===== config.mk =====
export PLATFORM = sky130hd
export DESIGN_NAME = lmw_seq
export DESIGN_NICKNAME = d
export VERILOG_FILES = /design/src/rtl/lmw_pkg.sv /design/src/rtl/lmw_ctrl.sv /design/src/rtl/lmw_cursor.sv /design/src/rtl/lmw_wb.sv /design/src/rtl/lmw_seq.sv
export SDC_FILE = /design/constraint.sdc
export NUM_CORES = 1
export LEC_CHECK = 0
export BUFFER_PORTS_ARGS = -buffer_cell sky130_fd_sc_hd__buf_2
export CORE_MARGIN = 4
export CORE_UTILIZATION = 35
export CTS_CLUSTER_SIZE = 14
export DETAILED_ROUTE_END_ITERATION = 12
export GPL_TIMING_DRIVEN = 0
export PLACE_DENSITY = 0.68
export SLEW_MARGIN = 20
export SYNTH_ARGS = -nofsm -noshare
export SYNTH_HDL_FRONTEND = slang
export SYNTH_SLANG_ARGS = --single-unit

===== constraint.sdc =====
create_clock -name clk -period 2.8 [get_ports clk]
set_input_delay 0.42 -clock clk [delete_from_list [all_inputs] [get_ports clk]]
set_output_delay 0.42 -clock clk [all_outputs]
set_load 0.01 [all_outputs]

===== src/rtl/lmw_pkg.sv =====
package lmw_pkg;

   typedef enum logic [1:0] {
      ST_IDLE  = 2'd0,
      ST_ISSUE = 2'd1,
      ST_WAIT  = 2'd2,
      ST_FIN   = 2'd3
   } lmw_state_e;

endpackage


===== src/rtl/lmw_ctrl.sv =====
module lmw_ctrl
   import lmw_pkg::*;
(
   input  logic clk,
   input  logic rst_n,
   input  logic start,
   input  logic mem_valid,
   input  logic last,
   output logic load,
   output logic capture,
   output logic step,
   output logic issue,
   output logic busy,
   output logic done
);

   lmw_state_e st_q, st_d;
   logic       done_q;

   always_comb begin
      st_d = st_q;
      case (st_q)
         ST_IDLE:  if (start) st_d = ST_ISSUE;
         ST_ISSUE: st_d = ST_WAIT;
         ST_WAIT:  if (mem_valid) st_d = last ? ST_FIN : ST_ISSUE;
         ST_FIN:   st_d = ST_IDLE;
         default:  st_d = ST_IDLE;
      endcase
   end

   always_ff @(posedge clk or negedge rst_n) begin
      if (!rst_n) begin
         st_q   <= ST_IDLE;
         done_q <= 1'b0;
      end else begin
         st_q   <= st_d;
         done_q <= (st_q == ST_FIN);
      end
   end

   assign load    = (st_q == ST_IDLE) && start;
   assign capture = (st_q == ST_WAIT) && mem_valid;
   assign step    = capture && !last;
   assign issue   = (st_q == ST_ISSUE);
   assign busy    = (st_q != ST_IDLE);
   assign done    = done_q;


   req_pulse_chk: assert property (@(posedge clk) disable iff (!rst_n)
      issue |=> !issue && busy);


   done_idle_chk: assert property (@(posedge clk) disable iff (!rst_n)
      done |-> !busy && $past(busy));

endmodule


===== src/rtl/lmw_cursor.sv =====
module lmw_cursor #(
   parameter int ADDR_W          = 64,
   parameter int REG_IDX_W       = 5,
   parameter int LAST_REG        = 31,
   parameter int STRIDE          = 4,
   parameter bit LAST_REGISTERED = 1'b1
) (
   input  logic                 clk,
   input  logic                 rst_n,
   input  logic                 load,
   input  logic                 step,
   input  logic [REG_IDX_W-1:0] start_reg,
   input  logic [ADDR_W-1:0]    start_addr,
   output logic [REG_IDX_W-1:0] cur_reg,
   output logic [ADDR_W-1:0]    cur_addr,
   output logic                 last
);

   localparam logic [REG_IDX_W-1:0] LAST_IDX = REG_IDX_W'(LAST_REG);
   localparam logic [REG_IDX_W-1:0] PREV_IDX = REG_IDX_W'(LAST_REG - 1);
   localparam logic [ADDR_W-1:0]    STEP_AMT = ADDR_W'(STRIDE);

   logic [REG_IDX_W-1:0] reg_q;
   logic [ADDR_W-1:0]    addr_q;

   always_ff @(posedge clk or negedge rst_n) begin
      if (!rst_n) begin
         reg_q  <= '0;
         addr_q <= '0;
      end else if (load) begin
         reg_q  <= start_reg;
         addr_q <= start_addr;
      end else if (step) begin
         reg_q  <= reg_q + 1'b1;
         addr_q <= addr_q + STEP_AMT;
      end
   end

   assign cur_reg  = reg_q;
   assign cur_addr = addr_q;

   generate
      if (LAST_REGISTERED) begin : g_last_reg
         logic last_q;
         always_ff @(posedge clk or negedge rst_n) begin
            if (!rst_n)    last_q <= (LAST_IDX == '0);
            else if (load) last_q <= (start_reg == LAST_IDX);
            else if (step) last_q <= (reg_q == PREV_IDX);
         end
         assign last = last_q;


         last_track_chk: assert property (@(posedge clk) disable iff (!rst_n)
            last == (reg_q == LAST_IDX));
      end else begin : g_last_cmp
         assign last = (reg_q == LAST_IDX);
      end
   endgenerate


   addr_step_chk: assert property (@(posedge clk) disable iff (!rst_n)
      step |=> addr_q == $past(addr_q) + STEP_AMT);


   reg_step_chk: assert property (@(posedge clk) disable iff (!rst_n)
      step |=> reg_q == $past(reg_q) + 1'b1);

endmodule


===== src/rtl/lmw_wb.sv =====
module lmw_wb #(
   parameter int XLEN      = 64,
   parameter int WORD_W    = 32,
   parameter int REG_IDX_W = 5
) (
   input  logic                 clk,
   input  logic                 rst_n,
   input  logic                 capture,
   input  logic [REG_IDX_W-1:0] cur_reg,
   input  logic [WORD_W-1:0]    mem_data,
   output logic                 wr_en,
   output logic [REG_IDX_W-1:0] wr_reg,
   output logic [XLEN-1:0]      wr_data
);

   logic [XLEN-1:0] widened;

   generate
      if (XLEN == WORD_W) begin : g_same
         assign widened = mem_data;
      end else begin : g_pad
         localparam int PAD_W = XLEN - WORD_W;
         assign widened = {{PAD_W{1'b0}}, mem_data};
      end
   endgenerate

   always_ff @(posedge clk or negedge rst_n) begin
      if (!rst_n) begin
         wr_en   <= 1'b0;
         wr_reg  <= '0;
         wr_data <= '0;
      end else begin
         wr_en <= capture;
         if (capture) begin
            wr_reg  <= cur_reg;
            wr_data <= widened;
         end
      end
   end


   wr_single_chk: assert property (@(posedge clk) disable iff (!rst_n)
      wr_en |=> !wr_en);

endmodule


===== src/rtl/lmw_seq.sv =====
module lmw_seq #(
   parameter int XLEN            = 64,
   parameter int WORD_W          = 32,
   parameter int ADDR_W          = 64,
   parameter int REG_CNT         = 32,
   parameter bit LAST_REGISTERED = 1'b1
) (
   input  logic                       clk,
   input  logic                       rst_n,
   input  logic                       start,
   input  logic [$clog2(REG_CNT)-1:0] start_reg,
   input  logic [ADDR_W-1:0]          start_addr,
   output logic                       mem_req,
   output logic [ADDR_W-1:0]          mem_addr,
   input  logic                       mem_valid,
   input  logic [WORD_W-1:0]          mem_data,
   output logic                       wr_en,
   output logic [$clog2(REG_CNT)-1:0] wr_reg,
   output logic [XLEN-1:0]            wr_data,
   output logic                       busy,
   output logic                       done
);

   localparam int REG_IDX_W = $clog2(REG_CNT);
   localparam int LAST_REG  = REG_CNT - 1;
   localparam int STRIDE    = WORD_W / 8;

   generate
      if (WORD_W % 8 != 0) begin : g_bad_word
         $error("WORD_W must be a whole number of bytes");
      end
      if (XLEN < WORD_W) begin : g_bad_xlen
         $error("XLEN must be at least WORD_W");
      end
      if (REG_CNT < 2 || (1 << REG_IDX_W) != REG_CNT) begin : g_bad_regs
         $error("REG_CNT must be a power of two of at least 2");
      end
      if (ADDR_W <= $clog2(STRIDE)) begin : g_bad_addr
         $error("ADDR_W too narrow for the word stride");
      end
   endgenerate

   logic                 load, capture, step, issue, last;
   logic [REG_IDX_W-1:0] cur_reg;
   logic [ADDR_W-1:0]    cur_addr;

   lmw_ctrl u_ctrl (
      .clk       (clk),
      .rst_n     (rst_n),
      .start     (start),
      .mem_valid (mem_valid),
      .last      (last),
      .load      (load),
      .capture   (capture),
      .step      (step),
      .issue     (issue),
      .busy      (busy),
      .done      (done)
   );

   lmw_cursor #(
      .ADDR_W          (ADDR_W),
      .REG_IDX_W       (REG_IDX_W),
      .LAST_REG        (LAST_REG),
      .STRIDE          (STRIDE),
      .LAST_REGISTERED (LAST_REGISTERED)
   ) u_cursor (
      .clk        (clk),
      .rst_n      (rst_n),
      .load       (load),
      .step       (step),
      .start_reg  (start_reg),
      .start_addr (start_addr),
      .cur_reg    (cur_reg),
      .cur_addr   (cur_addr),
      .last       (last)
   );

   lmw_wb #(
      .XLEN      (XLEN),
      .WORD_W    (WORD_W),
      .REG_IDX_W (REG_IDX_W)
   ) u_wb (
      .clk      (clk),
      .rst_n    (rst_n),
      .capture  (capture),
      .cur_reg  (cur_reg),
      .mem_data (mem_data),
      .wr_en    (wr_en),
      .wr_reg   (wr_reg),
      .wr_data  (wr_data)
   );

   assign mem_req  = issue;
   assign mem_addr = cur_addr;


   zext_chk: assert property (@(posedge clk) disable iff (!rst_n)
      wr_en |-> wr_data == XLEN'($past(mem_data)));


   stray_valid_chk: assert property (@(posedge clk) disable iff (!rst_n)
      (!busy && mem_valid) |=> !wr_en);


   start_issue_chk: assert property (@(posedge clk) disable iff (!rst_n)
      (!busy && start) |=> mem_req && mem_addr == $past(start_addr));

endmodule


==> flow_metrics.env, run 1 <==
export IMPL_crit_fanout=10
export IMPL_hp_class="input port to register"
export IMPL_worst_r2r_cell_count=7
export IMPL_ios=242
export IMPL_path_cells="nand3b_1 > or2_2 > clkbuf_1 > nand2_1 > clkbuf_1 > o21ai_0 > a221o_1"
export IMPL_grt_usage_pct=22.91
export IMPL_antenna_cells=0
export IMPL_grt_setup_unrepaired="false"
export IMPL_fin_crit_ns=2.643
export IMPL_whs_path_depth=3
export IMPL_power_leakage_nw=3.900
export IMPL_synth_commonest_cells="nand2_1 (196), dfrtp_1 (111), nand3_1 (56)"
export IMPL_cp_startpoint="u_ctrl.st_q[0]$_DFFE_PN0P_"
export IMPL_largest_register_ffs=64
export IMPL_synth_warnings=0
export IMPL_max_freq_ghz=0.3783
export IMPL_grt_max_degree=68
export IMPL_finalHoldViolations=0
export IMPL_p_total_mw=8.011
export IMPL_crit_path_frequent_cell="clkbuf_1"
export IMPL_worstReg2RegEnd="u_cursor.cur_addr[23]$_DFFE_PN0P_"
export IMPL_synthTopCellsByArea="dfrtp_1 (45%), nand2_1 (12%), nand3_1 (4.6%), buf_4 (3.9%), o21ai_0 (3.2%)"
export IMPL_die_h_um=140.4
export IMPL_ir_drop_uv=420.9
export IMPL_cp_num_buf_inv=2
export IMPL_endpoint_kind="register"
export IMPL_maxSlewHeadroom_pct=45.95
export IMPL_tightest_slew_ns=0.8108
export IMPL_rows=48
export IMPL_fin_area_um2=7953
export IMPL_cts_tree="yes"
export IMPL_synth_edf_count=0
export IMPL_synth_seq_cells=111
export IMPL_max_cap_violations=0
export IMPL_antenna_found_initial=0
export IMPL_synthArstFlopShare_pct=100.0
export IMPL_clock_sinks=111
export IMPL_die_x_um=140.4
export IMPL_slew_viol_final=0
export IMPL_initial_core_util_pct=35.59
export IMPL_coreArea_um2=17240
export IMPL_outcome="finished, final reports clean"
export IMPL_hold_end="u_wb.wr_data[4]$_DFFE_PN0N_"
export IMPL_synth_distinct_cells=52
export IMPL_dr_pass1_iters=5
export IMPL_reg2reg_slack_ns=0.16
export IMPL_post_route_cells_drive_above_1_share_pct=27.49
export IMPL_cts_root_buffer="clkbuf_16"
export IMPL_clk_latency_ns=0.37
export IMPL_area_growth_pct=29.63
export IMPL_placed_area_um2=7612
export IMPL_ant_nets=0
export IMPL_crit_type="register to register"
export IMPL_yosysMostFrequentCell="nand2_1"
export IMPL_ys_seq_area_share_pct=45.28
export IMPL_gp_congestion=0.9368
export IMPL_cpLargestDelayFamily="simple AND/OR/NAND/NOR gates"
export IMPL_fin_crit_sh_pct=94.40
export IMPL_hpwl_um=17160
export IMPL_io_buffers=209
export IMPL_layout_nets=1107
export IMPL_clock_skew_ns=0.01028
export IMPL_yosysTopAreaCell="dfrtp_1"
export IMPL_synthCells=746
export IMPL_grt_pass1_wl_um=35310
export IMPL_drtIter0Drc=509
export IMPL_power_density_nw_per_um2=1007
export IMPL_setup_tns_ns=0
export IMPL_grt_pass1_vias=6112
export IMPL_ys_flop_type="dfrtp_1"
export IMPL_slowest_stage="clkbuf_1"
export IMPL_path_clk_slew_ns=0.09
export IMPL_grt_ovfl_total=0
export IMPL_hold_start="mem_data[4]"
export IMPL_vias=6520
export IMPL_rr_startpoint="u_ctrl.st_q[0]$_DFFE_PN0P_"
export IMPL_syn_avg_cell_area_um2=8.223
export IMPL_wl_per_cell_um=18.74
export IMPL_setup_violations_final=0
export IMPL_synth_top_area_share_pct=45.28
export IMPL_cp_slowest_stage_delay_ns=0.50
export IMPL_clockBufferDepth=2
export IMPL_cts_made_buffers=9
export IMPL_drc=0
export IMPL_die_area_um2=19710
export IMPL_htreeDepth=3
export IMPL_via_per_inst=5.305
export IMPL_arrival_ns=2.90
export IMPL_syn_cell_area_um2=6135
export IMPL_worstPathRequired_ns=3.05
export IMPL_drt_total_wl_um=23030
export IMPL_cp_start_kind="register"
worst max-delay path by stage:
stage | end | slack [ns] | cells after the start
detailed placement | u_cursor.cur_addr[11]$_DFFE_PN0P_ | -0.14 | 9
CTS | u_cursor.cur_addr[45]$_DFFE_PN0P_ | 0.13 | 8
floorplan | u_cursor.cur_addr[31]$_DFFE_PN0P_ | 0.43 | 9
finish | u_cursor.cur_addr[23]$_DFFE_PN0P_ | 0.16 | 7
global route | u_cursor.cur_addr[23]$_DFFE_PN0P_ | 0.01 | 7
global placement | u_cursor.cur_addr[14]$_DFFE_PN0P_ | -0.17 | 1
worst min-delay path: stages:
cell and delay (ns):
buf_2 0.07, nand2_1 0.04, nand2_1 0.04
routing by layer:
| metal | up-vias | part of all wire [%] | GRT usage, % | wire length (um) |
|---|---|---|---|---|
| met1 | 3013 | 42 | 30.79 | 9649 |
| met3 | 31 | 9.8 | 5.565 | 2249 |
| met2 | 376 | 47 | 36.84 | 10730 |
| li1 | 3100 | - | - | - |
| met5 | - | 0 | 0 | 0 |
| met4 | 0 | 1.7 | 6.629 | 401 |
cells by family after synthesis:
logic type                 share of synthesized area (%)
AOI/OAI and AO/OA                                  14.97
xor gates and xnor gates                           1.142
adders and majority gates                         0.6119
buffers and inverters                              7.771
DFF                                                45.28
muxes                                             0.3263
other                                            0.06113
and+or+nand+nor                                    29.84
power by group:
part / internal, mW / switching [mW]
Sequential: 2.35 / 0.873
Clock: 0.731 / 0.694
Combinational: 1.29 / 2.07
cell type report:
type                       instances  area, um^2
tap                              225       281.5
multi-input combinational        576        2997
buffer                            77       434.2
clock buffer                       9       225.2
fill                            1758        9284
inverter                          12       45.04
clock inverter                     7       95.09
timing repair buffer             212        1097
sequential                       111        2778
timing repair:
action	4_1_cts	5_1_grt
buffers inserted	0	1
gates resized for setup	3	4
cloned	0	0
hold buffers	1	0
pin swaps	0	1
endpoints found under the setup margin	10	5
endpoints found under the hold margin	44	0
metrics by stage:
step / std cells / utilization, % / setup WS, ns / hold slack [ns]
after floorplan: 777 / - / 0.4276 / 0.1244
after detailed placement: 1212 / 44.16 / -0.1401 / 0.3703
after CTS: 1229 / 46.10 / 0.1278 / 0.2220
after global placement: 1211 / 43.97 / -0.1653 / 0.4533
after global routing: 1229 / 46.14 / 0.01155 / 0.2347
final: 1229 / 46.14 / 0.1567 / 0.2347
cell usage in the layout, fill, tap and decap left out, types with 4 or more instances in the layout:
master     instances
nor4_1             7
conb_1            32
nand2_1          196
nand4_1           30
a221o_1           10
nor3_1            26
inv_8              5
a22oi_1           12
dfrtp_1          111
o311ai_0           6
o21ai_0           39
clkbuf_2           5
inv_1             11
buf_1              6
clkbuf_1          29
clkbuf_16          9
buf_4             33
nand3_1           56
or3_1              6
a31oi_1            9
o211ai_1          17
and4_1             8
nor2_1            40
xor2_1             7
and2_1             4
and3_1             5
o311ai_1           4
a21oi_1           21
buf_2            211
Power figures use the tool's default switching activity.
==> run 2, diff against run 1 <==
- CORE_ASPECT_RATIO: unset -> 0.5
- RECOVER_POWER: unset -> 100
==> flow_metrics.env, run 2 (same netlist as run 1, synthesis figures left out) <==
export IMPL_layout_setup_ws_ns=0.1119
export IMPL_placed_area_um2=7615
export IMPL_hpwl_um=17260
export IMPL_cp_start_kind="register"
export IMPL_antenna_found_initial=0
export IMPL_grt_ovfl_total=0
export IMPL_drt_total_wl_um=23260
export IMPL_clock_skew_ns=0.01140
export IMPL_die_h_um=101.6
export IMPL_gp_congestion=0.9317
export IMPL_clk_latency_ns=0.36
export IMPL_grt_setup_unrepaired="false"
export IMPL_die_x_um=195.2
export IMPL_ant_nets=0
export IMPL_cts_hold_buf=0
export IMPL_fin_area_um2=7789
export IMPL_power_leakage_nw=3.547
export IMPL_path_clk_slew_ns=0.08
export IMPL_violations="max-capacitance violations, max-slew violations"
export IMPL_finalHoldViolations=0
export IMPL_cts_root_buffer="clkbuf_16"
export IMPL_fin_crit_ns=2.688
export IMPL_antenna_cells=0
export IMPL_ir_drop_uv=398.3
export IMPL_via_per_inst=5.445
export IMPL_tightest_slew_ns=1.789
export IMPL_dr_pass1_iters=6
export IMPL_setup_tns_ns=0
export IMPL_cts_made_buffers=9
export IMPL_arrival_ns=2.93
export IMPL_worstPathRequired_ns=3.04
export IMPL_clockBufferDepth=2
export IMPL_ios=242
export IMPL_drc=0
export IMPL_crit_type="register to register"
export IMPL_setup_violations_final=0
export IMPL_place_ws_ns=-0.1028
export IMPL_largest_register_ffs=64
export IMPL_cts_tree="yes"
export IMPL_grt_met1_usage_pct=31.09
export IMPL_final_common_cell="nand2_1"
export IMPL_crit_fanout=10
export IMPL_max_cap_violations=1
export IMPL_grt_pass1_vias=6229
export IMPL_area_growth_pct=26.96
export IMPL_initial_core_util_pct=36.60
export IMPL_clock_sinks=111
export IMPL_endpoint_kind="register"
export IMPL_post_route_cells_drive_above_1_share_pct=17.05
export IMPL_drtIter0Drc=749
export IMPL_fin_cells=1230
export IMPL_coreArea_um2=16760
export IMPL_die_area_um2=19840
export IMPL_p_total_mw=7.842
export IMPL_maxSlewHeadroom_pct=-19.23
export IMPL_io_buffers=209
export IMPL_layout_nets=1106
export IMPL_wl_per_cell_um=18.91
export IMPL_outcome="finished, violations left"
export IMPL_hp_class="input port to register"
export IMPL_power_density_nw_per_um2=1007
export IMPL_met2_usage_pct=35.45
export IMPL_rows=33
export IMPL_grt_usage_pct=22.41
export IMPL_grt_max_degree=69
export IMPL_htreeDepth=3
export IMPL_fin_crit_sh_pct=96.00
export IMPL_slew_viol_final=69
export IMPL_top_usage_layer="met2"
export IMPL_final_cell_mix="nand2_1 (196), clkbuf_1 (137), dfrtp_1 (111), buf_2 (105), nand3_1 (57)"
export IMPL_max_freq_ghz=0.3720
export IMPL_grt_pass1_wl_um=35290
export IMPL_vias=6697
export IMPL_grt_use_met3_pct=5.916
export IMPL_placed_cells=1214
-- run 2: cell count changes in the layout (fill, tap and decap cells not counted), moves of 2 or more --
| cell | previous run | this run |
|---|---|---|
| inv_8 | 5 | 1 |
| buf_6 | 3 | 1 |
| clkbuf_1 | 29 | 137 |
| clkinv_8 | 0 | 2 |
| buf_1 | 6 | 1 |
| buf_2 | 211 | 105 |
| clkbuf_2 | 5 | 10 |
-- run 2: layer usage --
metal	vias up	wire length (um)	part of all wire, %
met5	-	0	0
met4	0	397	1.7
met3	34	2311	9.9
met2	354	10390	45
met1	3205	10150	44
li1	3104	-	-
-- run 2: layout make-up --
cell class              instances  area (um^2)
inverters                      12        45.04
flip-flops and latches        111         2778
fillers                      1733         8975
clock inverters                 7        100.1
plain buffers                  77        434.2
multi-input cells             576         2997
repair buffers                211        925.9
clock buffers                   9        225.2
well taps                     227        284.0
-- run 2: power by group --
group          switching [mW]  internal [mW]
clock                   0.685          0.726
sequential              0.897           2.35
combinational            2.08           1.10
total                    3.67           4.18
-- run 2: worst paths after layout --
kind	from	end	slack [ns]	cells past startpoint
min in group asynchronous	rst_n	u_cursor.cur_addr[16]$_DFFE_PN0P_	0.53	1
hold / removal	mem_data[0]	u_wb.wr_data[0]$_DFFE_PN0N_	0.24	3
setup / recovery	u_cursor.cur_addr[13]$_DFFE_PN0P_	u_cursor.cur_addr[61]$_DFFE_PN0P_	0.11	7
hold reg to reg	u_wb.wr_data[0]$_DFFE_PN0N_	u_wb.wr_data[0]$_DFFE_PN0N_	0.48	2
max in group asynchronous	rst_n	u_wb.wr_data[18]$_DFFE_PN0N_	0.65	2
setup reg to reg	u_cursor.cur_addr[13]$_DFFE_PN0P_	u_cursor.cur_addr[61]$_DFFE_PN0P_	0.11	7
-- run 2: what timing repair did --
action | CTS | global route
hold endpoints to repair | 0 | 0
pin swaps | 0 | 1
setup endpoints to repair | 13 | 35
setup buffers | 0 | 1
gates resized for setup | 2 | 12
-- run 2: critical path, stage by stage (launching register included) --
cell and delay, ns:
dfrtp_1 0.47, nand3_1 0.21, or4_1 0.55, buf_2 0.19, and4bb_1 0.36, clkbuf_2 0.30, nand4_1 0.17, o311ai_1 0.32
-- run 2: stage by stage --
step	hold slack [ns]	utilization [%]
global route	0.2366	46.46
floorplan	0.1244	-
CTS	0.09715	47.38
detailed placement	0.4597	45.42
finish	0.2450	46.46
global placement	0.4526	45.22
==> run 3, diff against run 2 <==
- CORE_MARGIN: 4 -> 2
==> flow_metrics.env, run 3 (same netlist as run 1, synthesis figures left out) <==
export IMPL_post_route_cells_drive_above_1_share_pct=17.05
export IMPL_combPwrFrac_pct=40.8
export IMPL_cts_hold_buf=0
export IMPL_outcome="finished, violations left"
export IMPL_setup_violations_final=0
export IMPL_hold_end="u_wb.wr_data[18]$_DFFE_PN0N_"
export IMPL_path_clk_slew_ns=0.08
export IMPL_swShare_pct=46.41
export IMPL_fill_cells=1835
export IMPL_largest_register_ffs=64
export IMPL_drt_total_wl_um=22740
export IMPL_cts_tree="yes"
export IMPL_hp_class="input port to register"
export IMPL_hpwl_um=16770
export IMPL_cp_start_kind="register"
export IMPL_p_switching_mw=3.616
export IMPL_drc=0
export IMPL_io_buffers=209
export IMPL_coreArea_um2=17270
export IMPL_fin_hold_ws_ns=0.2556
export IMPL_rr_startpoint="u_ctrl.st_q[1]$_DFFE_PN0P_"
export IMPL_grt_usage_pct=24.02
export IMPL_clock_skew_ns=0.01466
export IMPL_power_density_nw_per_um2=1000
export IMPL_dr_pass1_iters=5
export IMPL_layout_setup_ws_ns=0.1169
export IMPL_vias=6623
export IMPL_cts_root_buffer="clkbuf_16"
export IMPL_final_cell_mix="nand2_1 (196), clkbuf_1 (139), dfrtp_1 (111), buf_2 (106), nand3_1 (56)"
export IMPL_worstReg2RegEnd="u_cursor.cur_addr[55]$_DFFE_PN0P_"
export IMPL_hold_start="mem_data[18]"
export IMPL_tightest_slew_ns=1.696
export IMPL_layout_nets=1107
export IMPL_ios=242
export IMPL_worst_r2r_cell_count=8
export IMPL_gp_congestion=0.9174
export IMPL_antenna_found_initial=0
export IMPL_rows=34
export IMPL_place_ws_ns=-0.1183
export IMPL_grt_setup_unrepaired="false"
export IMPL_arrival_ns=2.91
export IMPL_antenna_cells=0
export IMPL_grt_max_degree=65
export IMPL_crit_type="register to register"
export IMPL_grt_pass1_wl_um=34510
export IMPL_fin_crit_sh_pct=95.83
export IMPL_clock_sinks=111
export IMPL_violations="max-capacitance violations, max-slew violations"
export IMPL_max_freq_ghz=0.3727
export IMPL_endpoint_kind="register"
export IMPL_worstPathRequired_ns=3.03
export IMPL_wl_per_cell_um=18.39
export IMPL_reg2reg_slack_ns=0.12
export IMPL_die_area_um2=18670
export IMPL_seqPwrFrac_pct=41.6
export IMPL_via_per_inst=5.354
export IMPL_clockBufferDepth=2
export IMPL_initial_core_util_pct=35.52
export IMPL_whs_path_depth=3
export IMPL_final_common_cell="nand2_1"
export IMPL_area_growth_pct=26.98
export IMPL_clk_latency_ns=0.36
export IMPL_maxSlewHeadroom_pct=-13.09
export IMPL_die_x_um=191.2
export IMPL_intPower_mw=4.176
export IMPL_pwr_share_clk_pct=17.6
export IMPL_fin_crit_ns=2.683
export IMPL_ant_nets=0
export IMPL_power_leakage_nw=3.529
export IMPL_cts_made_buffers=9
export IMPL_crit_fanout=10
export IMPL_grt_pass1_vias=6125
export IMPL_slew_viol_final=65
export IMPL_drtIter0Drc=538
export IMPL_finalHoldViolations=0
export IMPL_ir_drop_uv=374.4
export IMPL_die_h_um=97.62
export IMPL_htreeDepth=3
export IMPL_grt_ovfl_total=0
export IMPL_max_cap_violations=1
-- run 3: changes by cell type in the layout (fill, tap and decap cells not counted), moves of 2 or more --
cell,previous run,this run
clkbuf_1,137,139
clkbuf_2,10,8
clkinv_8,2,0
clkinvlp_4,0,2
and2_1,4,2
and2_0,0,2
-- run 3: cell type report --
| class | instances | area [um^2] | area share [%] |
|---|---|---|---|
| multi-input combinational | 576 | 3008 | 38.61 |
| sequential | 111 | 2778 | 35.66 |
| timing repair buffer | 211 | 925.9 | 11.89 |
| buffer | 78 | 436.7 | 5.606 |
| tap | 234 | 292.8 | 3.758 |
| clock buffer | 10 | 239.0 | 3.068 |
| clock inverter | 5 | 65.06 | 0.8352 |
| inverter | 12 | 45.04 | 0.5782 |
-- run 3: power groups by stage --
stage          Sequential [mW]  Combinational (mW)  Clock (mW)
3_5_place_dp              3.22                3.36           0
5_1_grt                   3.37                3.52        1.46
3_3_place_gp              3.18                3.28           0
6_report                  3.24                3.18        1.37
2_1_floorplan             3.37                1.56           0
4_1_cts                   3.19                3.37        1.40
-- run 3: per-layer routing --
metal	wire length [um]	vias up	global-route usage [%]
li1	-	3088	-
met3	1955	27	4.153
met1	10250	3195	34.80
met4	320	0	5.917
met2	10220	313	37.10
met5	0	-	0
-- run 3: worst max path at each step --
stage               cells after the start  slack, ns                               from                                end
floorplan                               9       0.43  u_cursor.cur_addr[14]$_DFFE_PN0P_  u_cursor.cur_addr[31]$_DFFE_PN0P_
global placement                        1      -0.14                              rst_n       u_wb.wr_data[12]$_DFFE_PN0N_
detailed placement                      8      -0.12                          mem_valid  u_cursor.cur_addr[36]$_DFFE_PN0P_
CTS                                     8       0.04         u_ctrl.st_q[0]$_DFFE_PN0P_  u_cursor.cur_addr[14]$_DFFE_PN0P_
global route                            8      0.007  u_cursor.cur_addr[14]$_DFFE_PN0P_  u_cursor.cur_addr[61]$_DFFE_PN0P_
finish                                  8       0.12         u_ctrl.st_q[1]$_DFFE_PN0P_  u_cursor.cur_addr[55]$_DFFE_PN0P_
-- run 3: stage by stage --
step	util (%)	setup TNS, ns	area [um^2]	instances	total power, mW
global route	45.10	0	7790	1237	8.343
global placement	43.94	-15.09	7590	1220	6.466
finish	45.10	0	7790	1237	7.792
CTS	45.91	0	7930	1236	7.962
floorplan	-	0	6251	777	4.931
detailed placement	44.14	-1.181	7624	1221	6.580
-- run 3: repair_timing --
action,4_1_cts,5_1_grt
endpoints found under the setup margin,11,28
pin swaps,0,1
resized for setup,2,13
buffers inserted,0,1
hold endpoints to repair,0,0
-- run 3: critical path, cell delays in order, from the launching register on --
cell and delay (ns):
dfrtp_1 0.42, nor2_1 0.22, and2_0 0.16, clkbuf_1 0.43, nor2_1 0.25, clkbuf_2 0.33, clkbuf_1 0.37, a22oi_1 0.28
nand3_1 0.09
